==> config.mk <==
export PLATFORM = sky130hd
export DESIGN_NAME = hs_shifter
export DESIGN_NICKNAME = d
export VERILOG_FILES = /design/src/rtl/hs_pkg.sv /design/src/rtl/hs_line_tracker.sv /design/src/rtl/hs_out_buffer.sv /design/src/rtl/hs_in_buffer.sv /design/src/rtl/hs_shifter.sv
export SDC_FILE = /design/constraint.sdc
export NUM_CORES = 1
export LEC_CHECK = 0
export BUFFER_PORTS_ARGS = -buffer_cell sky130_fd_sc_hd__buf_2
export CORE_MARGIN = 5
export CORE_UTILIZATION = 60
export CTS_CLUSTER_DIAMETER = 200
export CTS_CLUSTER_SIZE = 8
export DETAILED_ROUTE_END_ITERATION = 8
export PLACE_DENSITY = 0.82
export SYNTH_ARGS = -nofsm -noshare
export SYNTH_HDL_FRONTEND = slang
export SYNTH_SLANG_ARGS = --single-unit
==> constraint.sdc <==
create_clock -name clk -period 6.8 [get_ports clk]
set_input_delay 1.02 -clock clk [delete_from_list [all_inputs] [get_ports clk]]
set_output_delay 1.02 -clock clk [all_outputs]
set_load 0.005 [all_outputs]
==> src/rtl/hs_pkg.sv <==
package hs_pkg;

    typedef struct packed {
        logic tip_n;
        logic ack_n;
    } hs_lines_t;

    typedef enum logic [2:0] {
        EV_NONE,
        EV_CAPTURE,
        EV_DELIVER,
        EV_SYNC,
        EV_IDLE
    } hs_event_e;

    localparam hs_lines_t LINES_RELEASED = '{tip_n: 1'b1, ack_n: 1'b1};

endpackage

==> src/rtl/hs_line_tracker.sv <==
module hs_line_tracker
    import hs_pkg::*;
(
    input  logic      clk,
    input  logic      rst,
    input  logic      wr,
    input  hs_lines_t lines_in,
    output hs_lines_t last,
    output logic      changed
);
    hs_lines_t last_q;

    always_ff @(posedge clk) begin
        if (rst) begin
            last_q <= LINES_RELEASED;
        end else if (wr) begin
            last_q <= lines_in;
        end
    end

    assign last    = last_q;
    assign changed = (lines_in != last_q);
endmodule

==> src/rtl/hs_out_buffer.sv <==
module hs_out_buffer #(
    parameter int DEPTH = 16,
    parameter int AW    = $clog2(DEPTH),
    parameter int CW    = $clog2(DEPTH + 1)
) (
    input  logic          clk,
    input  logic          rst,
    input  logic          push,
    input  logic [7:0]    push_data,
    input  logic          clear,
    input  logic [AW-1:0] raddr,
    output logic [7:0]    rdata,
    output logic [CW-1:0] count,
    output logic          full
);
    logic [7:0]    mem [DEPTH];
    logic [CW-1:0] count_q;

    always_ff @(posedge clk) begin
        if (rst) begin
            count_q <= '0;
        end else if (clear) begin
            count_q <= '0;
        end else if (push) begin
            count_q <= count_q + CW'(1);
        end
    end

    always_ff @(posedge clk) begin
        if (push && !clear) begin
            mem[count_q[AW-1:0]] <= push_data;
        end
    end

    assign rdata = mem[raddr];
    assign count = count_q;
    assign full  = (count_q >= CW'(DEPTH));
endmodule

==> src/rtl/hs_in_buffer.sv <==
module hs_in_buffer #(
    parameter int DEPTH = 128,
    parameter int LEN_W = 8,
    parameter int AW    = $clog2(DEPTH),
    parameter int CW    = $clog2(DEPTH + 1)
) (
    input  logic             clk,
    input  logic             rst,
    input  logic             wr,
    input  logic [AW-1:0]    waddr,
    input  logic [7:0]       wdata,
    input  logic             load,
    input  logic [LEN_W-1:0] load_len,
    input  logic             pop,
    output logic [7:0]       head,
    output logic             pending,
    output logic             last_one
);
    localparam int WW = (LEN_W > CW) ? LEN_W : CW;

    logic [7:0]    mem [DEPTH];
    logic [CW-1:0] rd_idx_q;
    logic [CW-1:0] len_q;
    logic [CW-1:0] len_clamped;

    always_comb begin
        if (WW'(load_len) > WW'(DEPTH)) begin
            len_clamped = CW'(DEPTH);
        end else begin
            len_clamped = CW'(load_len);
        end
    end

    always_ff @(posedge clk) begin
        if (rst) begin
            rd_idx_q <= '0;
            len_q    <= '0;
        end else if (load) begin
            rd_idx_q <= '0;
            len_q    <= len_clamped;
        end else if (pop) begin
            rd_idx_q <= rd_idx_q + CW'(1);
        end
    end

    always_ff @(posedge clk) begin
        if (wr) begin
            mem[waddr] <= wdata;
        end
    end

    assign head     = mem[rd_idx_q[AW-1:0]];
    assign pending  = (rd_idx_q < len_q);
    assign last_one = ((rd_idx_q + CW'(1)) >= len_q);
endmodule

==> src/rtl/hs_shifter.sv <==
module hs_shifter
    import hs_pkg::*;
#(
    parameter int OUT_DEPTH = 16,
    parameter int IN_DEPTH  = 128,
    parameter int LEN_W     = 8,
    parameter int OUT_AW    = $clog2(OUT_DEPTH),
    parameter int OUT_CW    = $clog2(OUT_DEPTH + 1),
    parameter int IN_AW     = $clog2(IN_DEPTH)
) (
    input  logic              clk,
    input  logic              rst,
    input  logic              port_wr,
    input  logic              port_tip_n,
    input  logic              port_ack_n,
    input  logic              dir_out,
    input  logic              sr_wr,
    input  logic [7:0]        sr_wdata,
    output logic [7:0]        sr_q,
    output logic              req_n,
    output logic              sr_irq,
    input  logic [OUT_AW-1:0] out_raddr,
    output logic [7:0]        out_rdata,
    output logic              pkt_done,
    output logic [OUT_CW-1:0] pkt_count,
    input  logic              in_wr,
    input  logic [IN_AW-1:0]  in_addr,
    input  logic [7:0]        in_data,
    input  logic              pkt_load,
    input  logic [LEN_W-1:0]  pkt_len
);
    hs_lines_t         lines_now;
    hs_lines_t         lines_last;
    logic              lines_changed;
    logic              wr_eff;
    hs_event_e         ev;
    logic              closing;
    logic [OUT_CW-1:0] out_count;
    logic              out_full;
    logic [7:0]        in_head;
    logic              in_pending;
    logic              in_last;

    logic [7:0]        sr_r;
    logic              req_r;
    logic              irq_r;
    logic              done_r;
    logic [OUT_CW-1:0] count_r;

    assign lines_now = '{tip_n: port_tip_n, ack_n: port_ack_n};
    assign wr_eff    = port_wr & ~pkt_load;
    assign closing   = (ev == EV_IDLE) && !lines_last.tip_n;

    hs_line_tracker u_track (
        .clk      (clk),
        .rst      (rst),
        .wr       (wr_eff),
        .lines_in (lines_now),
        .last     (lines_last),
        .changed  (lines_changed)
    );

    always_comb begin
        ev = EV_NONE;
        if (wr_eff) begin
            if (!lines_now.tip_n) begin
                if (dir_out) begin
                    if (lines_changed && !out_full) ev = EV_CAPTURE;
                end else begin
                    if (lines_changed && in_pending) ev = EV_DELIVER;
                end
            end else if (lines_last.tip_n && (lines_now.ack_n != lines_last.ack_n)) begin
                ev = EV_SYNC;
            end else begin
                ev = EV_IDLE;
            end
        end
    end

    hs_out_buffer #(
        .DEPTH (OUT_DEPTH),
        .AW    (OUT_AW),
        .CW    (OUT_CW)
    ) u_out (
        .clk       (clk),
        .rst       (rst),
        .push      (ev == EV_CAPTURE),
        .push_data (sr_r),
        .clear     (closing),
        .raddr     (out_raddr),
        .rdata     (out_rdata),
        .count     (out_count),
        .full      (out_full)
    );

    hs_in_buffer #(
        .DEPTH (IN_DEPTH),
        .LEN_W (LEN_W),
        .AW    (IN_AW)
    ) u_in (
        .clk      (clk),
        .rst      (rst),
        .wr       (in_wr),
        .waddr    (in_addr),
        .wdata    (in_data),
        .load     (pkt_load),
        .load_len (pkt_len),
        .pop      (ev == EV_DELIVER),
        .head     (in_head),
        .pending  (in_pending),
        .last_one (in_last)
    );

    always_ff @(posedge clk) begin
        if (rst) begin
            sr_r    <= '0;
            req_r   <= 1'b1;
            irq_r   <= 1'b0;
            done_r  <= 1'b0;
            count_r <= '0;
        end else begin
            irq_r  <= 1'b0;
            done_r <= 1'b0;

            if (ev == EV_DELIVER) begin
                sr_r <= in_head;
            end else if (sr_wr) begin
                sr_r <= sr_wdata;
            end

            if (pkt_load) begin
                irq_r <= 1'b1;
                if (lines_last.tip_n && (pkt_len != '0)) begin
                    req_r <= 1'b0;
                end
            end

            unique case (ev)
                EV_CAPTURE: irq_r <= 1'b1;
                EV_DELIVER: begin
                    irq_r <= 1'b1;
                    if (in_last) req_r <= 1'b1;
                end
                EV_SYNC: begin
                    irq_r <= 1'b1;
                    req_r <= lines_now.ack_n;
                end
                EV_IDLE: begin
                    if (closing) begin
                        irq_r <= 1'b1;
                        if (out_count != '0) begin
                            done_r  <= 1'b1;
                            count_r <= out_count;
                        end
                    end
                    if (in_pending) req_r <= 1'b0;
                end
                default: ;
            endcase
        end
    end

    assign sr_q      = sr_r;
    assign req_n     = req_r;
    assign sr_irq    = irq_r;
    assign pkt_done  = done_r;
    assign pkt_count = count_r;
endmodule

==> summary.md <==
| Metric | Value |
|---|---|
| Commonest non-fill, non-tap cell in the layout | edfxtp_1 |
| Yosys warns | 0 |
| Hold buffers post-CTS | 0 |
| Placer Congestion | 0.871 |
| Syn_nets | 2379 |
| H-tree depth | 4 |
| Outcome | finished clean |
| Worst hold path class | reg2reg |
| Sequential cell area | 0.0355 mm2 |
| Commonest non-fill, non-tap cells in the layout | edfxtp_1, mux4_2, nor2_1 |
| Post-CTS Setup Bufs | 0 |
| Maximum fanout along the worst path | 32 |
| Input/output buffers | 67 |
| Max-cap violations | 0 |
| DIE HEIGHT | between 200 and 300 um |
| Drt wl/cell | roughly 32 um |
| R2r setup slk | 2.68 ns |
| Max IR drop VDD | 0.238 mV |
| IO Pins | 68 |
| Critical path capture point type | primary output |
| Slew margin rel. | 11.8% |
| Max Clock Freq | 242 MHz |
| Setup_tns | 0 ns |
| DR DRC count | 0 |
| Mapped Area | approximately 0.047 mm2 |
| Core footprint | between 0.07 and 0.08 mm2 |
| Drt total wl | between 100 and 150 mm |
| First DRT Iteration DRCs | 3939 |
| Die extent in x | 291 um |
| CTS root buf | clkbuf_16 |
| Site row count | a little over 100 |
| Synth Register Bits | 1198 |
| Clock buffer depth | 3 |
| Ys flop type | edfxtp_1 |
| Largest net degree at the start of global routing | 113 |
| CTS tree | yes |
| Layout area overhead | 12.0% |
| First-pass GRT wire length | 170 mm |
| Vias in the first global route | 25400 |
| Post-Layout Cell Count | 3570 |
| Sequential share of the synthesized area | 74.9% |
| Final Cycle Share | 60.7% |
| CTS resizes | 0 |
| CTS sink cnt | ~1200 |
| Max Slew Vio Count | 0 |
| Cts bufs inserted | 167 |
| Routed Antenna Nets | 0 |
| Pwr Total | 15.9 mW |
| Post-placement cell count | 3353 |
| Initial Util | 60.3% |
| Unrepaired setup endpoints after global routing | no |
| Pwr dens | approximately 300 mW/mm2 |
| Post-DP HPWL | 65.5 mm |
| Gate Count Post-Synth | 2314 |
| Clock-pin slew on the worst setup and hold paths | approximately 0.05 ns |
| Setup violations, final | 0 |
| Post-synth EDFFs | 1152 |
| Async S/R FF share, synth | 0% |
| Tmin final | about 4.1 ns |
| CP Launch Type | input pin |
| Critical path class | in2out |
| Final net count | ~2500 |
| DR vias | 25000 |
| Total GRT Usage | 27.2% |
| Max Clock Skew | around 0.025 ns |
| Yosys cell types | 76 |
| Worst Path Required | approximately 5.8 ns |
| Gr ovfl total | 0 |
| WP data arrival | 3.11 ns |
| Post-synthesis average cell area | 20.5 um2 |
| Measured slew at the worst slew-check pin | roughly 1.3 ns |
| Clock latency at the later pin of the worst-skew pair | 0.75 ns |
| Final hold violations | 0 |
| Fill count | around 4600 |
| Drt pass-1 iters | 5 |
| Die area | ~0.085 mm2 |
| Layout cell share with drive strength beyond 1 | 23.5% |
| Multi-input gate area | 0.0109 mm2 |
| Via-to-Cell Ratio | 6.99 |
| Leakage | around 16 nW |
| Initial antenna violation count | 4 |
## final timing paths
check / start / endpoint / cells after the start
setup / recovery: out_raddr[0] / out_rdata[2] / 4
hold / removal: pkt_count[4] / pkt_count[4] / 2
setup reg to reg: register / sr_q[7] / 7
hold reg to reg: pkt_count[4] / pkt_count[4] / 2
## synth_stat cells, types with 19 or more instances
master / n / area [um2]
edfxtp_1: 1152 / 34600
mux4_2: 272 / 6130
nor2_1: 180 / 676
mux2i_1: 92 / 921
nand2_1: 68 / 255
dfxtp_1: 46 / 921
clkbuf_1: 36 / 135
o22ai_1: 29 / 181
buf_4: 27 / 203
a21oi_1: 24 / 120
a22oi_1: 23 / 173
nand3_1: 22 / 110
ha_1: 21 / 263
nor2b_1: 21 / 131
buf_6: 20 / 225
buf_2: 19 / 95.1
## cells by family (layout without fill, tap and decap cells)
family                   after synthesis  after routing  synth area share, %
flip-flops                          1198           1198                 74.9
AND/OR/NAND/NOR                      388            388                 3.82
multiplexers                         385            385                 15.8
AO/OA/AOI/OAI                        171            171                 2.59
buffers and inverters                133            337                 1.97
adder cells (fa/ha/maj)               21             21                0.554
XOR/XNOR                              18             18                0.333
other                                  0              2                    0
## metal layers
layer,share of wire (%),global-route usage [%],routed length [um]
met5,0.026,0,30
met4,3.6,9.14,4140
met3,12,7.42,14300
met2,50,44.2,57400
met1,34,36.5,39700
## critical path, cell delays in order
cell and delay, ns:
buf_2 0.78, mux4_2 0.63, mux4_2 0.50, buf_2 0.15
## sequential cells by signal, summed over array words and instances, names as in the netlist, 2 cells and up, named ones only
signal / cells
u_track.last: 2
u_in.rd_idx_q: 8
u_out.count: 5
pkt_count: 5
sr_q: 8
u_in.mem: 1024
u_out.mem: 128
u_in.len_q: 8
## per-stage QoR
stage | instance area (um2) | hold slack (ns) | setup WS [ns] | util, %
2_1_floorplan | 47400 | 0.458 | 3.25 | -
6_report | 53100 | 0.492 | 2.67 | 67.5
3_3_place_gp | 48500 | 0.460 | 2.73 | 61.7
5_1_grt | 53100 | 0.504 | 2.46 | 67.5
4_1_cts | 53100 | 0.469 | 2.61 | 67.5
3_5_place_dp | 48500 | 0.486 | 2.62 | 61.7
## power by group
part	leakage, nW	switching, mW	total, mW	internal (mW)
Clock	2.21	2.96	7.38	4.42
Sequential	10.7	0.0311	8.17	8.14
Combinational	3.40	0.228	0.320	0.0920
## final cells by class
cell class	instances	area share [%]
well taps	1050	2.48
multi-input cells	983	20.6
clock buffers	200	8.15
flip-flops and latches	1198	66.9
repair buffers	109	1.33
inverters	13	0.0919
diodes	2	0.00943
clock inverters	15	0.391
No activity file was read; power rests on OpenSTA's default activity.
